## config.mk

```make
export PLATFORM = sky130hd
export DESIGN_NAME = rx_timed_capture
export DESIGN_NICKNAME = d
export VERILOG_FILES = /design/src/rtl/rxs_pkg.sv /design/src/rtl/rxs_cmd_queue.sv /design/src/rtl/rxs_control.sv /design/src/rtl/rxs_datapath.sv /design/src/rtl/rx_timed_capture.sv
export SDC_FILE = /design/constraint.sdc
export NUM_CORES = 1
export LEC_CHECK = 0
export ABC_AREA = 1
export CAP_MARGIN = 10
export CORE_MARGIN = 2
export CORE_UTILIZATION = 51
export CTS_CLUSTER_SIZE = 12
export DETAILED_ROUTE_END_ITERATION = 8
export PLACE_DENSITY = 0.72
export SLEW_MARGIN = 20
export SYNTH_ARGS = -nofsm -noshare
export SYNTH_HDL_FRONTEND = slang
export SYNTH_SLANG_ARGS = --single-unit
```

## constraint.sdc

```tcl
create_clock -name clk -period 7.7 [get_ports clk]
set_clock_uncertainty 0.2 [all_clocks]
set_input_delay 1.54 -clock clk [delete_from_list [all_inputs] [get_ports clk]]
set_output_delay 1.54 -clock clk [all_outputs]
set_load 0.01 [all_outputs]
```

## src/rtl/rxs_pkg.sv

```systemverilog
package rxs_pkg;
  localparam int LINES_W = 29;
  localparam int FLAGS_W = 5;

  typedef enum logic [2:0] {
    ERR_NONE    = 3'd0,
    ERR_LATE    = 3'd1,
    ERR_BROKEN  = 3'd2,
    ERR_OVERRUN = 3'd3
  } errCode_t;

  typedef struct packed {
    logic               imm;
    logic               chain;
    logic [LINES_W-1:0] lines;
    logic [63:0]        start;
  } rxCmd_t;

  typedef struct packed {
    logic     loadSample;
    logic     loadError;
    logic     sob;
    logic     eob;
    errCode_t err;
  } dpCtrl_t;
endpackage

```

## src/rtl/rxs_cmd_queue.sv

```systemverilog
module rxs_cmd_queue
  import rxs_pkg::*;
#(
  parameter int DEPTH = 4,
  parameter int BASE  = 0
) (
  input  logic        clk,
  input  logic        rst,
  input  logic        clear,
  input  logic        cfgStb,
  input  logic [7:0]  cfgAddr,
  input  logic [31:0] cfgData,
  input  logic        pop,
  output rxCmd_t      head,
  output logic        headValid
);
  localparam int PTR_W = (DEPTH > 1) ? $clog2(DEPTH) : 1;
  localparam int CNT_W = PTR_W + 1;
  localparam logic [7:0] ADDR_MODE = 8'(BASE);
  localparam logic [7:0] ADDR_HI   = 8'(BASE + 1);
  localparam logic [7:0] ADDR_LO   = 8'(BASE + 2);

  logic [31:0] modeWord;
  logic [31:0] startHi;
  rxCmd_t      slots [DEPTH];
  logic [PTR_W-1:0] wrPtr, rdPtr;
  logic [CNT_W-1:0] count;
  logic doPush, doPop;

  assign doPush    = cfgStb && (cfgAddr == ADDR_LO) && (count != CNT_W'(DEPTH));
  assign doPop     = pop && (count != '0);
  assign headValid = (count != '0);
  assign head      = slots[rdPtr];

  function automatic logic [PTR_W-1:0] nextPtr(input logic [PTR_W-1:0] p);
    return (p == PTR_W'(DEPTH - 1)) ? '0 : p + PTR_W'(1);
  endfunction

  always_ff @(posedge clk) begin
    if (rst) begin
      modeWord <= '0;
      startHi  <= '0;
    end else if (cfgStb) begin
      if (cfgAddr == ADDR_MODE) modeWord <= cfgData;
      if (cfgAddr == ADDR_HI)   startHi  <= cfgData;
    end
  end

  always_ff @(posedge clk) begin
    if (doPush) begin
      slots[wrPtr] <= '{imm:   modeWord[31],
                        chain: modeWord[30],
                        lines: modeWord[LINES_W-1:0],
                        start: {startHi, cfgData}};
    end
  end

  always_ff @(posedge clk) begin
    if (rst || clear) begin
      wrPtr <= '0;
      rdPtr <= '0;
      count <= '0;
    end else begin
      if (doPush) wrPtr <= nextPtr(wrPtr);
      if (doPop)  rdPtr <= nextPtr(rdPtr);
      if (doPush && !doPop)      count <= count + CNT_W'(1);
      else if (doPop && !doPush) count <= count - CNT_W'(1);
    end
  end

  // queue occupancy never exceeds its depth
  assert_count_bound_R1: assert property (@(posedge clk) disable iff (rst)
    count <= CNT_W'(DEPTH));
endmodule

```

## src/rtl/rxs_control.sv

```systemverilog
module rxs_control
  import rxs_pkg::*;
(
  input  logic        clk,
  input  logic        rst,
  input  logic        clear,
  input  rxCmd_t      head,
  input  logic        headValid,
  input  logic [63:0] nowTime,
  input  logic        strobe,
  input  logic        canLoad,
  input  logic        outReady,
  output logic        pop,
  output logic        runOut,
  output dpCtrl_t     ctrl
);
  typedef enum logic [2:0] {S_IDLE, S_WAIT, S_RUN, S_ERR, S_ERRWAIT} state_t;

  state_t             state, nState;
  logic [LINES_W-1:0] remain, nRemain;
  logic               chainCur, nChain;
  logic [63:0]        startT, nStart;
  logic               firstPend, nFirst;
  errCode_t           errReg, nErr;

  assign runOut = (state == S_RUN);

  always_comb begin
    nState  = state;
    nRemain = remain;
    nChain  = chainCur;
    nStart  = startT;
    nFirst  = firstPend;
    nErr    = errReg;
    pop     = 1'b0;
    ctrl    = '0;
    unique case (state)
      S_IDLE: begin
        if (headValid) begin
          pop = 1'b1;
          if (head.lines != '0) begin
            nRemain = head.lines;
            nChain  = head.chain;
            nStart  = head.start;
            nFirst  = 1'b1;
            nState  = head.imm ? S_RUN : S_WAIT;
          end
        end
      end
      S_WAIT: begin
        if (nowTime == startT) begin
          nState = S_RUN;
        end else if (nowTime > startT) begin
          nErr   = ERR_LATE;
          nState = S_ERR;
        end
      end
      S_RUN: begin
        if (strobe) begin
          if (!canLoad) begin
            nErr   = ERR_OVERRUN;
            nState = S_ERR;
          end else begin
            ctrl.loadSample = 1'b1;
            ctrl.sob        = firstPend;
            nFirst          = 1'b0;
            if (remain == LINES_W'(1)) begin
              if (chainCur && headValid) begin
                pop = 1'b1;
                if (head.lines == '0) begin
                  ctrl.eob = 1'b1;
                  nState   = S_IDLE;
                end else begin
                  nRemain = head.lines;
                  nChain  = head.chain;
                end
              end else begin
                ctrl.eob = 1'b1;
                if (chainCur) begin
                  nErr   = ERR_BROKEN;
                  nState = S_ERR;
                end else begin
                  nState = S_IDLE;
                end
              end
            end else begin
              nRemain = remain - LINES_W'(1);
            end
          end
        end
      end
      S_ERR: begin
        if (canLoad) begin
          ctrl.loadError = 1'b1;
          ctrl.eob       = 1'b1;
          ctrl.err       = errReg;
          nState         = S_ERRWAIT;
        end
      end
      S_ERRWAIT: begin
        if (outReady) nState = S_IDLE;
      end
      default: nState = S_IDLE;
    endcase
  end

  always_ff @(posedge clk) begin
    if (rst || clear) begin
      state     <= S_IDLE;
      remain    <= '0;
      chainCur  <= 1'b0;
      startT    <= '0;
      firstPend <= 1'b0;
      errReg    <= ERR_NONE;
    end else begin
      state     <= nState;
      remain    <= nRemain;
      chainCur  <= nChain;
      startT    <= nStart;
      firstPend <= nFirst;
      errReg    <= nErr;
    end
  end

  // while waiting for a future start time, run stays low next cycle
  assert_wait_no_early_R5: assert property (@(posedge clk) disable iff (rst || clear)
    (state == S_WAIT && nowTime < startT) |=> !runOut);

  // the queue is not consumed while an error report is pending
  assert_err_blocks_pop_R11: assert property (@(posedge clk) disable iff (rst || clear)
    (state == S_ERR || state == S_ERRWAIT) |-> !pop);
endmodule

```

## src/rtl/rxs_datapath.sv

```systemverilog
module rxs_datapath
  import rxs_pkg::*;
#(
  parameter int SAMPLE_W = 32
) (
  input  logic                         clk,
  input  logic                         rst,
  input  logic                         clear,
  input  dpCtrl_t                      ctrl,
  input  logic [63:0]                  nowTime,
  input  logic [SAMPLE_W-1:0]          sampleIn,
  input  logic                         outReady,
  output logic [64+FLAGS_W+SAMPLE_W-1:0] outData,
  output logic                         outValid,
  output logic                         canLoad
);
  logic [FLAGS_W-1:0]  flagBits;
  logic [SAMPLE_W-1:0] payload;

  assign canLoad  = !outValid || outReady;
  assign flagBits = {ctrl.sob, ctrl.eob, ctrl.err};
  assign payload  = ctrl.loadError ? '0 : sampleIn;

  always_ff @(posedge clk) begin
    if (rst || clear) begin
      outValid <= 1'b0;
      outData  <= '0;
    end else if (ctrl.loadSample || ctrl.loadError) begin
      outValid <= 1'b1;
      outData  <= {nowTime, flagBits, payload};
    end else if (outReady) begin
      outValid <= 1'b0;
    end
  end

  // a held entry is not replaced or withdrawn before acceptance
  assert_hold_stable_R3: assert property (@(posedge clk) disable iff (rst || clear)
    (outValid && !outReady) |=> (outValid && $stable(outData)));

  // the control only loads the register when it is free
  assert_load_when_free_R3: assert property (@(posedge clk) disable iff (rst || clear)
    (ctrl.loadSample || ctrl.loadError) |-> (!outValid || outReady));
endmodule

```

## src/rtl/rx_timed_capture.sv

```systemverilog
module rx_timed_capture
  import rxs_pkg::*;
#(
  parameter int SAMPLE_W    = 32,
  parameter int QUEUE_DEPTH = 4,
  parameter int CFG_BASE    = 0
) (
  input  logic                          clk,
  input  logic                          rst,
  input  logic                          clear,
  input  logic                          cfgStb,
  input  logic [7:0]                    cfgAddr,
  input  logic [31:0]                   cfgData,
  input  logic [63:0]                   nowTime,
  input  logic                          strobe,
  input  logic [SAMPLE_W-1:0]           sampleIn,
  output logic                          runOut,
  output logic [64+FLAGS_W+SAMPLE_W-1:0] outData,
  output logic                          outValid,
  input  logic                          outReady
);
  localparam int ERR_LSB = SAMPLE_W;

  rxCmd_t  head;
  logic    headValid;
  logic    pop;
  logic    canLoad;
  dpCtrl_t ctrl;

  rxs_cmd_queue #(.DEPTH(QUEUE_DEPTH), .BASE(CFG_BASE)) u_queue (
    .clk(clk), .rst(rst), .clear(clear),
    .cfgStb(cfgStb), .cfgAddr(cfgAddr), .cfgData(cfgData),
    .pop(pop), .head(head), .headValid(headValid)
  );

  rxs_control u_control (
    .clk(clk), .rst(rst), .clear(clear),
    .head(head), .headValid(headValid), .nowTime(nowTime),
    .strobe(strobe), .canLoad(canLoad), .outReady(outReady),
    .pop(pop), .runOut(runOut), .ctrl(ctrl)
  );

  rxs_datapath #(.SAMPLE_W(SAMPLE_W)) u_datapath (
    .clk(clk), .rst(rst), .clear(clear), .ctrl(ctrl),
    .nowTime(nowTime), .sampleIn(sampleIn), .outReady(outReady),
    .outData(outData), .outValid(outValid), .canLoad(canLoad)
  );

  // a newly presented error entry is never offered while capturing
  assert_err_not_running_R9: assert property (@(posedge clk) disable iff (rst || clear)
    ($rose(outValid) && outData[ERR_LSB+2:ERR_LSB] != 3'd0) |-> !runOut);
endmodule

```

Word level (Yosys, flattened, before mapping)
Memory sizes are Yosys's and may differ from the RTL's. A register that Yosys moved wholly into a read port is not among the register bits.
Cells that the tools add are included.
{"block": "op_classes", "n_addsub": 5, "muxes": 73, "n_reduce_logical": 29, "n_eq_ne": 29, "order_cmp": 1}
{"cell": "$mux 29", "count": 7}
{"cell": "$eq 64x64->1", "count": 1}
{"cell": "$gt 64x64->1", "count": 1}
{"cell": "$mux 3", "count": 21}
{"cell": "$pmux 29 s2", "count": 1}
{"cell": "$mux 32", "count": 1}
{"cell": "$eq 29x1->1 const B", "count": 1}
{"cell": "$logic_not 29->1", "count": 1}
{"cell": "$reduce_bool 29->1", "count": 1}
{"cell": "$sub 29x1->29 const B", "count": 1}
{"cell": "$mux 1", "count": 28}
{"cell": "$ne 3x3->1 const B", "count": 6}
{"cell": "$mux 2", "count": 8}
{"cell": "$reduce_and 8->1", "count": 2}
{"cell": "$pmux 3 s5", "count": 1}
{"cell": "$ne 2x1->1 const B", "count": 7}
{"cell": "$reduce_and 7->1", "count": 2}
{"cell": "$eq 8x1->1 const B", "count": 1}
{"cell": "$eq 8x2->1 const B", "count": 1}
{"cell": "$logic_not 8->1", "count": 1}
{"cell": "$ne 2x2->1 const B", "count": 4}
{"cell": "$pmux 1 s2", "count": 4}
{"cell": "$reduce_bool 2->1", "count": 4}
{"cell": "$eq 3x2->1 const B", "count": 2}
{"cell": "other kinds (18)", "count": 30}
{"block": "word_totals", "wordCells": 151, "ramBits": 380, "regBits": 274, "mem_count": 1, "input_bits": 142, "output_inout_bits": 103}
{"name": "u_queue.slots", "words": 4, "word_bits": 95, "rd": 1, "rd_clocked_by_memory_dff": 1, "write_ports": 1, "line_no": "rxs_cmd_queue.sv:25", "source": "rxCmd_t slots [DEPTH];"}

Logic depth before layout (Yosys ltp)
Gate-level depths: netlist (run 1).
{"block": "logic_depth", "depth_word": 11, "mapped_depth": 20, "depth_no_buf": 20}

Hierarchy
Synthesis (run 1) repeated with hierarchy kept, for this count alone.
{"block": "hier_totals", "cells_unflattened": 2855, "area_unflattened_um2": 27502.6}
{"mod": "rxs_cmd_queue", "cells_each": 1373, "seq_area_each_um2": 12852.3, "area_each_um2": 17157.7, "instances": 1}
{"mod": "rxs_control", "cells_each": 899, "seq_area_each_um2": 2001.9, "area_each_um2": 6341.1, "instances": 1}
{"mod": "rxs_datapath", "cells_each": 583, "seq_area_each_um2": 2042.0, "area_each_um2": 4003.8, "instances": 1}

Least setup slack after synthesis (run 1)
Ideal clock, no wire load.
{"block": "synth_path", "path_kind": "input to register", "startpoint": "input port cfgAddr[5]", "endpoint": "memory u_queue.slots[0][0] (netlist bit), enable pin", "arrival_ps": 6256, "required_ps": 6950, "path_buffers": 0, "stages": 5, "path_slack_ps": 694, "setup_ps": 550, "path_cell_list": "nor4_1 -> nand2_1 -> nor2_1 -> nand2_1 -> nor2_1"}
{"block": "synth_between", "elab_chain_len": 5}
{"item": "start: declaration", "line_no": "rx_timed_capture.sv:12", "source": "input logic [7:0] cfgAddr,"}
{"item": "$eq 8x2->1", "line_no": "rxs_cmd_queue.sv:30", "source": "assign doPush = cfgStb && (cfgAddr == ADDR_LO) && (count != CNT_W'(DEPTH));"}
{"item": "$logic_and 1x1->1 (2 in series)", "line_no": "rxs_cmd_queue.sv:30"}
{"item": "$mux 1", "line_no": "rxs_cmd_queue.sv:50", "source": "if (doPush) begin"}
{"item": "$mux 1 (not written as such)", "line_no": "rxs_cmd_queue.sv:51", "source": "slots[wrPtr] <= '{imm: modeWord[31],"}
{"item": "end: declaration", "line_no": "rxs_cmd_queue.sv:25"}
No other way between the ends.

==> out/metrics.yaml, run 1 <==
synthFlopType: "edfxtp_1"
syn_nets: 2883
seqPwrFrac: 0.475
grt_overflow: 0
place_ws_ps: 2470
port_buffers: 243
drt-initial-drc-count: 1795
cp-start-kind: "flip-flop"
async_reset_ff_frac: 0
die_h_um: 232
synth_seq_cells: 653
route.vias.total: 19800
grt_max_degree: 159
status: "complete, no violations"
yosysWarningCount: 0
max_cap_viol_count: 0
max_slew_margin: 0.264
synth_area_leaders: "edfxtp_1 (43%), dfxtp_1 (21%), nor2_1 (6.4%)"
cts_tree: "built"
io_pins: 245
p_per_area_mw_per_mm2: 249
rsz0062_at_grt: "false"
ys_types: 40
postCtsResizedCells: 0
post_drt_via_cell_ratio: 5.51
clk_path_buf_depth: 3
core-area_mm2: 0.0514
slew_violations: 0
first_pass_iters: 5
hold_viol_final: 0
power.switching_w: 0.00194
combPwrFrac: 0.118
crit_type: "flip-flop to flip-flop"
worstMarginPinSlew_ps: 1100
crit_path_end_kind: "flip-flop"
route.detailed.drc: 0
post-route-util: 0.615
power_frac_clock: 0.408
wirelength_um: 65500
worst-endpoint-arrival_ps: 5120
drtAntennaViolNets: 0
synth.largest_area_cell: "edfxtp_1"
synth_cells: 2668
p_leak_nw: 11.8
cts-hold-fix-buffers: 0
nets: 3071
synth_most_common_cell: "nor2_1"
post_cts.repair.setup_buffers: 0
h-tree-depth: 3
layoutNonFillerInstCount: 3594
grt_pass1_wl_um: 102000
period_share: 0.621
peakVddDrop_mv: 0.185
dpl.hpwl_um: 41600
synth_top_area_frac: 0.429
fp.dieW_um: 232
setup_slack_ps: 2920
antenna_found_initial: 1
synth_edf_count: 380
grtUsageTotal: 0.241
worst_hold_slack_ps: 258
power.internal_w: 0.00594
period_needed_ps: 4780
place_inst: 3464
drive_gt1_frac: 0.0481
crit_fanout: 84
initial_core_util: 0.517
wl_per_cell_um: 18.2
ys_seq_area_frac: 0.635
cp.required_ps: 8040
gp_congestion: 0.833
num_rows: 83
area_growth_syn_to_layout_pct: 19.0
synth_area_mm2: 0.0266
switching_share: 0.246
clock-root-buffer: "clkbuf_16"
cts_sinks: 653
synth_commonest_cells: "nor2_1 (455), nand2_1 (422), edfxtp_1 (380), dfxtp_1 (273), o21ai_0 (252)"
fmax_ghz: 0.209
setup_tns_ps: 0
setup_viol: 0
grt_pass1_vias: 18900
hold_class: "flip-flop to flip-flop"
dieArea_mm2: 0.0540
numCtsBuffers: 69
clk_pin_slew_ps: 60
nFillCells: 4137
insertion_delay_ps: 610
syn_avg_cell_area_um2: 9.96
power groups by stage:
stage	combinational (W)	sequential, W	clock (W)
2_1_floorplan	0.000650	0.00381	0
6_report	0.000928	0.00374	0.00321
3_5_place_dp	0.000912	0.00382	0
5_1_grt	0.00104	0.00375	0.00340
3_3_place_gp	0.000887	0.00382	0
4_1_cts	0.000922	0.00374	0.00326
worst max-delay path, cell delays in order, from the launching register on:
cell and delay, ps:
dfxtp_4 620, buf_4 740, buf_4 730, o21ai_1 150, a21oi_1 270, nand2_1 100
nor2_2 240, nand3_1 150, nand2_1 110, inv_2 130, nand2_4 390, buf_12 350
o21ai_0 150, a21oi_1 150
layer usage:
metal / track usage / vias to the layer above / part of all wire
met1: 0.319 / 9465 / 0.42
met3: 0.0431 / 139 / 0.069
met5: 0 / - / 0
met2: 0.396 / 686 / 0.48
met4: 0.0935 / 0 / 0.034
li1: - / 9519 / -
layout by cell type, fill, tap and decap left out, drive strengths merged, types with 2 or more instances in the layout:
| cell | instances |
|---|---|
| o21a | 3 |
| nor3 | 26 |
| o21bai | 4 |
| ha | 72 |
| edfxtp | 380 |
| clkdlybuf4s50 | 242 |
| bufinv | 3 |
| nor2 | 460 |
| a211oi | 53 |
| dfxtp | 273 |
| a21oi | 161 |
| buf | 21 |
| o22ai | 66 |
| xor2 | 12 |
| or2 | 2 |
| nand2 | 425 |
| xnor2 | 13 |
| nor4 | 2 |
| nand3 | 84 |
| clkbuf | 112 |
| clkinv | 11 |
| a31oi | 2 |
| inv | 166 |
| nand4 | 16 |
| o21ai | 299 |
state kept, by name, indices dropped and copies added, names as in the netlist, named ones only:
register / count
u_control.chainCur: 1
u_control.errReg: 2
u_control.firstPend: 1
u_control.remain: 29
u_control.startT: 64
u_control.state: 3
u_datapath.outData: 100
u_datapath.outValid: 1
u_queue.count: 3
u_queue.modeWord: 31
u_queue.rdPtr: 2
u_queue.slots: 380
u_queue.startHi: 32
u_queue.wrPtr: 2
cell families after synthesis:
logic type / Yosys count / synth area share
adder cells (fa/ha/maj): 73 / 0.0346
flip-flops: 653 / 0.635
other: 1 / 0.000141
buffers and inverters: 310 / 0.0496
AND/OR/NAND/NOR: 1015 / 0.152
AO/OA/AOI/OAI: 591 / 0.120
XOR/XNOR: 25 / 0.00824
final cells by class:
type	instances	area, um2	area share
Sequential cell	653	16900	0.534
Multi-Input combinational cell	1705	8450	0.267
Timing Repair Buffer	263	2650	0.0838
Clock buffer	112	2010	0.0634
Tap cell	680	851	0.0269
Inverter	164	621	0.0196
Clock inverter	16	174	0.00550
Antenna cell	1	2.50	0.0000791
metrics by stage:
stage / total power (W) / cell area, um2
finish: 0.00789 / 31600
detailed placement: 0.00473 / 29400
global route: 0.00819 / 31600
global placement: 0.00470 / 29400
floorplan: 0.00446 / 26600
CTS: 0.00792 / 31600
path summary, 6_finish.rpt:
| kind | from | end | slack [ps] | depth (start not counted) |
|---|---|---|---|---|
| max | flip-flop | u_control.startT[26] | 2920 | 13 |
| min | u_control.startT[25] | u_control.startT[25] | 260 | 2 |
| max reg2reg | flip-flop | u_control.startT[26] | 2920 | 13 |
| min reg2reg | u_control.startT[25] | u_control.startT[25] | 260 | 2 |
Power figures use the tool's default switching activity.
==> run 2: changes to the inputs <==
- clock period: 7.7 -> 4.8 ns (I/O delays scaled with it)
==> run 2 against run 1 <==
Effect of this change: fmax is 26% higher; wire length is 0.33% higher; die area stayed put; worst setup slack worse by 1900 ps; sequential cell count stayed put; clock-buffer cell count is 1 lower; highest routed layer unchanged; largest cell class unchanged; critical endpoint is now u_control.remain[5].
==> out/metrics.yaml, run 2 (synthesized netlist as in run 1, its figures left out) <==
status: "complete, no violations"  # unchanged
cp.required_ps: 5070  # was 8040 ps
clock-root-buffer: "clkbuf_16"  # unchanged
grt_overflow: 0  # unchanged
crit_path_end_kind: "flip-flop"  # unchanged
cts-hold-fix-buffers: 0  # unchanged
grt_pass1_vias: 19200  # was 18900
p_leak_nw: 11.9  # was 11.8 nW
h-tree-depth: 3  # unchanged
cts_tree: "built"  # unchanged
hold_viol_final: 0  # unchanged
hold_class: "flip-flop to flip-flop"  # unchanged
rrSetupSlack_ps: 1000  # was 2920 ps
dieArea_mm2: 0.0540  # unchanged
max_slew_margin: 0.464  # was 0.264
io_pins: 245  # unchanged
crit_fanout: 72  # was 84
fmax_ghz: 0.263  # was 0.209 GHz
period_needed_ps: 3800  # was 4780 ps
grtUsageTotal: 0.244  # was 0.241
setup_tns_ps: 0  # unchanged
drtAntennaViolNets: 0  # unchanged
numCtsBuffers: 70  # was 69
final_common_cell: "nor2_1"  # unchanged
route.vias.total: 19600  # was 19800
route.detailed.drc: 0  # unchanged
crit_family: "buffers and inverters"  # unchanged
p_per_area_mw_per_mm2: 400  # was 249 mW/mm2
clk_path_buf_depth: 3  # unchanged
peakVddDrop_mv: 0.315  # was 0.185 mV
largest_register_ffs: 380  # unchanged
mostFrequentLayoutCells: "nor2_1 (448), nand2_1 (422), edfxtp_1 (380)"  # unchanged
first_pass_iters: 6  # was 5
cp-start-kind: "flip-flop"  # unchanged
fp.dieW_um: 232  # unchanged
cpPeakStageDelay_ps: 670  # was 740 ps
cp_slowest_cell: "buf_4"  # unchanged
placed_area_mm2: 0.0296  # was 0.0294 mm2
post_cts.repair.setup_buffers: 0  # unchanged
grt_pass1_wl_um: 103000  # was 102000 um
min_to: "u_control.startT[52]"  # was u_control.startT[25]
rsz0062_at_grt: "false"  # unchanged
grt_max_degree: 158  # was 159
wl_per_cell_um: 18.2  # about the same
nets: 3083  # was 3071
setup_viol: 0  # unchanged
crit_type: "flip-flop to flip-flop"  # unchanged
insertion_delay_ps: 600  # was 610 ps
gp_congestion: 0.870  # was 0.833
post_drt_via_cell_ratio: 5.44  # was 5.51
worstMarginPinSlew_ps: 805  # was 1100 ps
dpl.hpwl_um: 41800  # was 41600 um
min_from: "u_control.startT[52]"  # was u_control.startT[25]
wirelength_um: 65800  # was 65500 um
worst_r2r_endpoint: "u_control.remain[5]"  # was u_control.startT[26]
initial_core_util: 0.517  # unchanged
drt-initial-drc-count: 1829  # was 1795
reg2reg_depth: 16  # was 13
path_common_cell: "nand2_1"
slew_violations: 0  # unchanged
critPathBufInv: 3  # was 4
num_rows: 83  # unchanged
clk_pin_slew_ps: 60  # about the same
die_h_um: 232  # unchanged
antenna_found_initial: 3  # was 1
worst-endpoint-arrival_ps: 4060  # was 5120 ps
multi_input_area_mm2: 0.00845  # unchanged
port_buffers: 243  # unchanged
core-area_mm2: 0.0514  # unchanged
postCtsResizedCells: 0  # unchanged
seq_area_mm2: 0.0169  # unchanged
nFillCells: 4159  # was 4137
cts_sinks: 653  # unchanged
stdcell_area_mm2: 0.0318  # was 0.0316 mm2
max_cap_viol_count: 0  # unchanged
regMostFlops: "u_queue.slots"  # unchanged
crit_chain: "buf_4 > nand2_1 > nand3_1 > nand2_1 > nand2_1 > nor2_1 > nand2_1 > nor2_2 > nand3_1 > nand2_1 > inv_2 > nand2_4 > inv_2 > nand2_1 > nand2_1 > nor2_1"  # was buf_4 > buf_4 > o21ai_1 > a21oi_1 > nand2_1 > nor2_2 > nand3_1 > nand2_1 > inv_2 > nand2_4 > buf_12 > o21ai_0 > a21oi_1
period_share: 0.791  # was 0.621
reg_top3: "u_queue.slots x380, u_datapath.outData x100, u_control.startT x64"  # unchanged
area_growth_syn_to_layout_pct: 19.7  # was 19.0%
drive_gt1_frac: 0.0533  # was 0.0481
hold_path_depth: 2  # unchanged
==> run 2: cell types whose count changed in the layout (fill, tap and decap cells not counted), sizes merged <==
| cell | previous run | this run |
|---|---|---|
| buf | 21 | 32 |
| clkinv | 11 | 14 |
| bufinv | 3 | 2 |
| clkbuf | 112 | 111 |
| diode | 1 | 2 |
==> run 2: metal layers <==
layer	vias up	track usage	wire, um
met4	0	0.0861	1680
met2	672	0.409	31900
met1	9288	0.322	27500
li1	9554	-	-
met5	-	0	0
met3	112	0.0367	4690
==> run 2: how the worst max path moves through the flow <==
| stage | to | slack [ps] | cells past startpoint |
|---|---|---|---|
| final | u_control.remain[5] | 1000 | 16 |
| after detailed placement | u_datapath.outData[56] | 920 | 12 |
| after global routing | u_control.remain[13] | 680 | 16 |
| after global placement | u_queue.count[2] | 870 | 13 |
| after floorplan | u_queue.slots[0][0] | -70 | 5 |
| after CTS | u_control.remain[6] | 1060 | 16 |
==> run 2: through the flow <==
step | worst slack, ps | power [W] | hold WS [ps] | instances | util
final | 1000 | 0.0127 | 256 | 3607 | 0.619
after global routing | 677 | 0.0132 | 276 | 3607 | 0.619
after CTS | 1060 | 0.0128 | 260 | 3604 | 0.619
after floorplan | -69.3 | 0.00716 | 228 | 2668 | -
after detailed placement | 919 | 0.00761 | 251 | 3475 | 0.575
after global placement | 869 | 0.00756 | 245 | 3475 | 0.575
==> run 2: where the power goes <==
part | leakage, nW | total [W] | switching (W) | internal (W)
clock | 1.09 | 0.00521 | 0.00213 | 0.00309
combinational | 4.53 | 0.00150 | 0.000950 | 0.000553
sequential | 6.26 | 0.00600 | 0.0000427 | 0.00596
==> run 2: final cells by class <==
cell class / count / area share
sequential: 653 / 0.530
multi-input combinational: 1705 / 0.265
timing repair buffer: 274 / 0.0877
clock buffer: 111 / 0.0652
tap: 680 / 0.0267
inverter: 164 / 0.0195
clock inverter: 18 / 0.00503
antenna: 2 / 0.000157
==> run 2: worst min-delay path, stage by stage, from the launching register on <==
cell     delay [ps]
dfxtp_1         290
inv_1            60
a21oi_1          50
